[src/rtl/mash_pkg.sv]
package mash_pkg;
  localparam int STAGES = 3;
  localparam int CORR_W = 4;
  typedef logic signed [CORR_W-1:0] corr_t;
endpackage

[src/rtl/mash_acc_stage.sv]
module mash_acc_stage #(
  parameter int W = 12
) (
  input  logic         clk_i,
  input  logic         rst_ni,
  input  logic         step_i,
  input  logic         clear_i,
  input  logic [W-1:0] mod_i,
  input  logic [W-1:0] in_i,
  output logic [W-1:0] res_o,
  output logic         carry_o
);
  logic [W-1:0] acc_q;
  logic [W:0]   sum;
  logic [W:0]   wrapped;

  always_comb begin
    sum     = {1'b0, acc_q} + {1'b0, in_i};
    carry_o = (sum >= {1'b0, mod_i});
    wrapped = sum - {1'b0, mod_i};
    res_o   = carry_o ? wrapped[W-1:0] : sum[W-1:0];
  end

  always_ff @(posedge clk_i or negedge rst_ni) begin
    if (!rst_ni)      acc_q <= '0;
    else if (clear_i) acc_q <= '0;
    else if (step_i)  acc_q <= res_o;
  end


  stage_clear_chk: assert property (@(posedge clk_i) disable iff (!rst_ni)
    clear_i |=> (acc_q == '0));


  stage_wrap_chk: assert property (@(posedge clk_i) disable iff (!rst_ni)
    (step_i && !clear_i && acc_q < mod_i && in_i < mod_i) |=> (acc_q < $past(mod_i)));
endmodule

[src/rtl/mash_cancel.sv]
module mash_cancel
  import mash_pkg::*;
(
  input  logic              clk_i,
  input  logic              rst_ni,
  input  logic              step_i,
  input  logic              clear_i,
  input  logic [STAGES-1:0] carry_i,
  output corr_t             corr_o
);
  localparam int CW = CORR_W + 1;

  logic         c2_d, c3_d, c3_d2;
  logic [CW-1:0] total;

  always_ff @(posedge clk_i or negedge rst_ni) begin
    if (!rst_ni) begin
      c2_d <= 1'b0; c3_d <= 1'b0; c3_d2 <= 1'b0;
    end else if (clear_i) begin
      c2_d <= 1'b0; c3_d <= 1'b0; c3_d2 <= 1'b0;
    end else if (step_i) begin
      c2_d  <= carry_i[1];
      c3_d  <= carry_i[2];
      c3_d2 <= c3_d;
    end
  end

  // modular sum in CW bits, read back as signed
  always_comb begin
    total  = CW'(carry_i[0]) + CW'(carry_i[1]) - CW'(c2_d)
           + CW'(carry_i[2]) - CW'({c3_d, 1'b0}) + CW'(c3_d2);
    corr_o = corr_t'(total[CORR_W-1:0]);
  end


  corr_range_chk: assert property (@(posedge clk_i) disable iff (!rst_ni)
    (corr_o >= -4'sd3) && (corr_o <= 4'sd4));
endmodule

[src/rtl/mash_frac_div.sv]
module mash_frac_div
  import mash_pkg::*;
#(
  parameter int INT_W  = 9,
  parameter int FRAC_W = 12
) (
  input  logic                     clk_i,
  input  logic                     rst_ni,
  input  logic                     tick_i,
  input  logic                     load_i,
  input  logic [INT_W-1:0]         int_i,
  input  logic [FRAC_W-1:0]        frac_i,
  input  logic [FRAC_W-1:0]        mod_i,
  output logic [INT_W:0]           div_o,
  output logic signed [CORR_W-1:0] corr_o
);
  localparam int DIV_W = INT_W + 1;

  logic [INT_W-1:0]  int_q;
  logic [FRAC_W-1:0] frac_q, mod_q;
  logic              pend_q;
  logic              clear, step;
  logic [FRAC_W-1:0] res [STAGES];
  logic [STAGES-1:0] carry;
  corr_t             corr_raw, corr_sel;
  logic [DIV_W-1:0]  int_ext, corr_ext;

  always_ff @(posedge clk_i or negedge rst_ni) begin
    if (!rst_ni) begin
      int_q <= '0; frac_q <= '0; mod_q <= '0; pend_q <= 1'b0;
    end else begin
      if (load_i) begin
        int_q  <= int_i;
        frac_q <= frac_i;
        mod_q  <= mod_i;
      end
      if (load_i)      pend_q <= 1'b1;
      else if (tick_i) pend_q <= 1'b0;
    end
  end

  assign clear = tick_i & pend_q;
  assign step  = tick_i & ~pend_q;

  for (genvar s = 0; s < STAGES; s++) begin : g_stage
    logic [FRAC_W-1:0] stage_in;
    if (s == 0) begin : g_first
      assign stage_in = frac_q;
    end else begin : g_next
      assign stage_in = res[s-1];
    end
    mash_acc_stage #(.W(FRAC_W)) u_stage (
      .clk_i   (clk_i),
      .rst_ni  (rst_ni),
      .step_i  (step),
      .clear_i (clear),
      .mod_i   (mod_q),
      .in_i    (stage_in),
      .res_o   (res[s]),
      .carry_o (carry[s])
    );
  end

  mash_cancel u_cancel (
    .clk_i   (clk_i),
    .rst_ni  (rst_ni),
    .step_i  (step),
    .clear_i (clear),
    .carry_i (carry),
    .corr_o  (corr_raw)
  );

  always_comb begin
    corr_sel = (frac_q == '0) ? corr_t'(0) : corr_raw;
    int_ext  = {{(DIV_W-INT_W){1'b0}}, int_q};
    corr_ext = {{(DIV_W-CORR_W){corr_sel[CORR_W-1]}}, corr_sel};
  end

  always_ff @(posedge clk_i or negedge rst_ni) begin
    if (!rst_ni) begin
      div_o  <= '0;
      corr_o <= '0;
    end else if (clear) begin
      div_o  <= int_ext;
      corr_o <= '0;
    end else if (step) begin
      div_o  <= int_ext + corr_ext;
      corr_o <= corr_sel;
    end
  end


  hold_chk: assert property (@(posedge clk_i) disable iff (!rst_ni)
    !tick_i |=> ($stable(div_o) && $stable(corr_o)));


  reload_chk: assert property (@(posedge clk_i) disable iff (!rst_ni)
    (tick_i && pend_q) |=> (div_o == $past(int_ext)) && (corr_o == '0));


  frac_zero_chk: assert property (@(posedge clk_i) disable iff (!rst_ni)
    (tick_i && !pend_q && frac_q == '0) |=> (div_o == $past(int_ext)));


  div_bounds_chk: assert property (@(posedge clk_i) disable iff (!rst_ni)
    (tick_i && !pend_q && int_q >= INT_W'(3)) |=>
      (({1'b0, div_o} + (DIV_W+1)'(3)) >= {1'b0, $past(int_ext)}) &&
      ({1'b0, div_o} <= ({1'b0, $past(int_ext)} + (DIV_W+1)'(4))));


  last_res_chk: assert property (@(posedge clk_i) disable iff (!rst_ni)
    (step && mod_q != '0 && frac_q < mod_q) |-> (res[STAGES-1] < mod_q));
endmodule

[config.mk]
export PLATFORM = sky130hd
export DESIGN_NAME = mash_frac_div
export DESIGN_NICKNAME = d
export VERILOG_FILES = /design/src/rtl/mash_pkg.sv /design/src/rtl/mash_acc_stage.sv /design/src/rtl/mash_cancel.sv /design/src/rtl/mash_frac_div.sv
export SDC_FILE = /design/constraint.sdc
export NUM_CORES = 1
export LEC_CHECK = 0
export BUFFER_PORTS_ARGS = -buffer_cell sky130_fd_sc_hd__buf_2
export CORE_MARGIN = 8
export CORE_UTILIZATION = 60
export DETAILED_ROUTE_END_ITERATION = 8
export HOLD_SLACK_MARGIN = 0.06
export PLACE_DENSITY = 0.82
export RECOVER_POWER = 50
export SLEW_MARGIN = 30
export SYNTH_ARGS = -nofsm -noshare
export SYNTH_HDL_FRONTEND = slang
export SYNTH_SLANG_ARGS = --single-unit
[constraint.sdc]
create_clock -name clk_i -period 25.6 [get_ports clk_i]
set_clock_uncertainty 0.15 [all_clocks]
set_input_delay 5.12 -clock clk_i [delete_from_list [all_inputs] [get_ports clk_i]]
set_output_delay 5.12 -clock clk_i [all_outputs]
set_load 0.01 [all_outputs]
==> flow_summary.yaml <==
setup_path:
  r2r_end: "div_o[8]$_DFFE_PN0P_"
  critPathCaptureType: "flip-flop"
  rrSetupSlack_ps: 11580
  crit_slowest_cell: "o21a_1"
  crit_type: "flip-flop to flip-flop"
  reg2reg_depth: 52
  reg2reg_from: "frac_q[0]$_DFFE_PN0P_"
  worstPathRequired_ps: 25670
  critPathMaxFanout: 16
  cp-startpoint: "frac_q[0]$_DFFE_PN0P_"
  slowest_delay_ps: 570
  cp-endpoint: "div_o[8]$_DFFE_PN0P_"
  start_kind: "flip-flop"
  crit_top_cell: "ha_1"
  cp.arrival_ps: 14090
timing:
  max_freq_ghz: 0.07135
  rsz0062_at_grt: "false"
  hold_viol: 0
  slew_headroom_pct: -34.68
  finalSetupViolations: 0
  slew_viol_final: 117
  worst_pin_slew_ps: 2020
  fin_crit_sh_pct: 54.75
  hold-worst-slack_ps: 352.8
  final.setup.tns_ps: 0
  finalCriticalPeriod_ps: 14020
clocking:
  cts_hold_buf: 0
  cts-root-buf: "clkbuf_16"
  clkTransAtPathRegs_ps: 70
  clockBufferDepth: 2
  cts_resized: 0
  clk-insertion-delay-late_ps: 350
  cts_tree: "yes"
  clkSinkCount: 87
  postCtsSetupBuffers: 0
  h-tree-depth: 3
  tritoncts.num_buffers: 9
layout:
  nNetsFinal: 965
  fillCellCount: 963
  syn2layout_area_growth_pct: 9.004
  drive_gt1_share_pct: 14.69
  antenna_cells: 0
route:
  via_per_inst: 6.404
  drc_errors: 0
  wl_met1_mm: 8.587
  met3WireLength_mm: 1.104
  wl_per_cell_um: 19.37
  topRoutingLayerUsed: "met4"
  detail-route-antenna-nets: 0
  dr.pass1.iters: 5
  drt_iter0_drc: 558
  routed_wl_mm: 19.60
  dr_wl_met2_mm: 9.282
  vias: 6481
synth:
  ys.flop_type: "dfrtp_1"
  synth_warnings: 0
  synth_cell_type_count: 62
  ys_seq_area_share_pct: 29.34
  synth_seq_cells: 87
  synthArstFlopShare_pct: 100.0
  synth_most_common_cell: "dfrtp_1"
  syn_avg_cell_area_um2: 9.299
  netlist_area_um2: 7421
  syn-num-nets: 923
  synthTopCellsByArea: "dfrtp_1 (29%), ha_1 (13%), mux2_2 (6.4%)"
  syn_inst: 798
  synth_top_area_cell: "dfrtp_1"
  synth_top_area_share_pct: 29.34
  synth-edff-count: 0
  ys_top_cells_by_count: "dfrtp_1 (87), ha_1 (79), nor2_1 (60)"
run:
  drv_cap: 3
outcome:
  violations: "max-capacitance violations, max-slew violations"
  status: "complete, but fails checks"
global_route:
  grt_pass1_vias: 6455
  grt_max_degree: 68
  grt_first_pass_wirelength_mm: 31.40
  antenna_found_initial: 0
  overflow: 0
  grt_util_all_layers_pct: 24.06
hold_path:
  hold_class: "flip-flop to flip-flop"
place:
  gp_congestion: 0.9457
  hpwl_mm: 14.57
  port_buffers: 50
floorplan:
  die_h_um: 127.2
  die_w_um: 127.2
  die_area_um2: 16180
  start_util_pct: 61.52
  io_pins: 51
  coreArea_um2: 12060
  fp-row-count: 40
-- state kept, by name (all words and copies together), names as in the netlist --
| signal | flops |
|---|---|
| corr_o | 4 |
| div_o | 10 |
| frac_q | 12 |
| g_stage.u_stage.acc_q | 36 |
| int_q | 9 |
| mod_q | 12 |
| pend_q | 1 |
| u_cancel.c2_d | 1 |
| u_cancel.c3_d | 1 |
| u_cancel.c3_d2 | 1 |
-- routing by layer --
metal / track usage, % / vias up
li1: - / 3039
met4: 9.447 / 0
met3: 4.950 / 47
met5: 0 / -
met2: 39.80 / 208
met1: 30.22 / 3187
-- area by class of cell --
class	count	area (um^2)	share of cell area (%)
Multi-Input combinational cell	633	4941	61.08
Sequential cell	87	2177	26.91
Timing Repair Buffer	55	277.8	3.434
Clock buffer	10	239.0	2.954
Tap cell	168	210.2	2.599
Inverter	54	202.7	2.506
Clock inverter	5	41.29	0.5104
-- per-stage QoR --
| step | setup WS, ps | std cells | cell area, um^2 | utilization (%) |
|---|---|---|---|---|
| detailed placement | 11960 | 996 | 7814 | 64.78 |
| global route | 10860 | 1012 | 8089 | 67.06 |
| global placement | 12620 | 996 | 7814 | 64.78 |
| CTS | 11910 | 1011 | 8094 | 67.11 |
| finish | 11580 | 1012 | 8089 | 67.06 |
| floorplan | 13250 | 798 | 7421 | - |
-- layout by cell type (no fill, tap or decap), types with 6 or more instances in the layout --
cell type / count
dfrtp_1: 87
ha_1: 79
nor2_1: 60
inv_1: 54
buf_2: 48
a21oi_1: 47
nand2_1: 43
mux2_2: 42
xnor2_1: 41
o21ai_0: 40
a22o_1: 24
nand3_1: 19
o21a_1: 17
nor3_1: 16
a21o_1: 16
mux2i_1: 12
nand2b_1: 11
xor2_1: 10
and3_1: 10
o211ai_1: 9
nor4_1: 9
o2bb2ai_1: 9
fa_1: 9
clkbuf_16: 9
nor2b_1: 8
or3_1: 8
a211oi_1: 8
nand3b_1: 7
nand4_1: 7
a31oi_1: 6
-- worst max-delay path, delay by kind of cell, from the launching register on --
family,cells,cell delay [ps]
AO/OA/AOI/OAI,21,5310
adder cells (fa/ha/maj),12,3780
AND/OR/NAND/NOR,9,2310
multiplexers,2,870
buffers and inverters,5,590
XOR/XNOR,3,470
flip-flops,1,400
-- cell families (layout without fill, tap and decap cells) --
logic type               after synthesis  in the layout  share of synthesized area [%]
flip-flops                            87             87                          29.34
adder cells (fa/ha/maj)               88             88                          15.75
multiplexers                          59             59                          9.004
buffers and inverters                 78            124                          4.080
AO/OA/AOI/OAI                        227            227                          21.87
XOR/XNOR                              51             51                          6.019
AND/OR/NAND/NOR                      208            208                          13.94
-- worst min path at each step --
stage	startpoint	to	slack, ps	cells after the start
CTS	g_stage[2].u_stage.acc_q[4]$_DFFE_PN0P_	g_stage[2].u_stage.acc_q[4]$_DFFE_PN0P_	350	1
global placement	g_stage[2].u_stage.acc_q[4]$_DFFE_PN0P_	g_stage[2].u_stage.acc_q[4]$_DFFE_PN0P_	320	1
finish	g_stage[2].u_stage.acc_q[5]$_DFFE_PN0P_	g_stage[2].u_stage.acc_q[5]$_DFFE_PN0P_	350	1
global route	g_stage[1].u_stage.acc_q[0]$_DFFE_PN0P_	g_stage[1].u_stage.acc_q[0]$_DFFE_PN0P_	360	1
detailed placement	u_cancel.c2_d$_DFFE_PN0P_	u_cancel.c2_d$_DFFE_PN0P_	330	1
floorplan	u_cancel.c2_d$_DFFE_PN0P_	u_cancel.c2_d$_DFFE_PN0P_	310	1
Power is not shown: default switching activity piles up to over one toggle a cycle in this logic, so the estimate is an artifact.
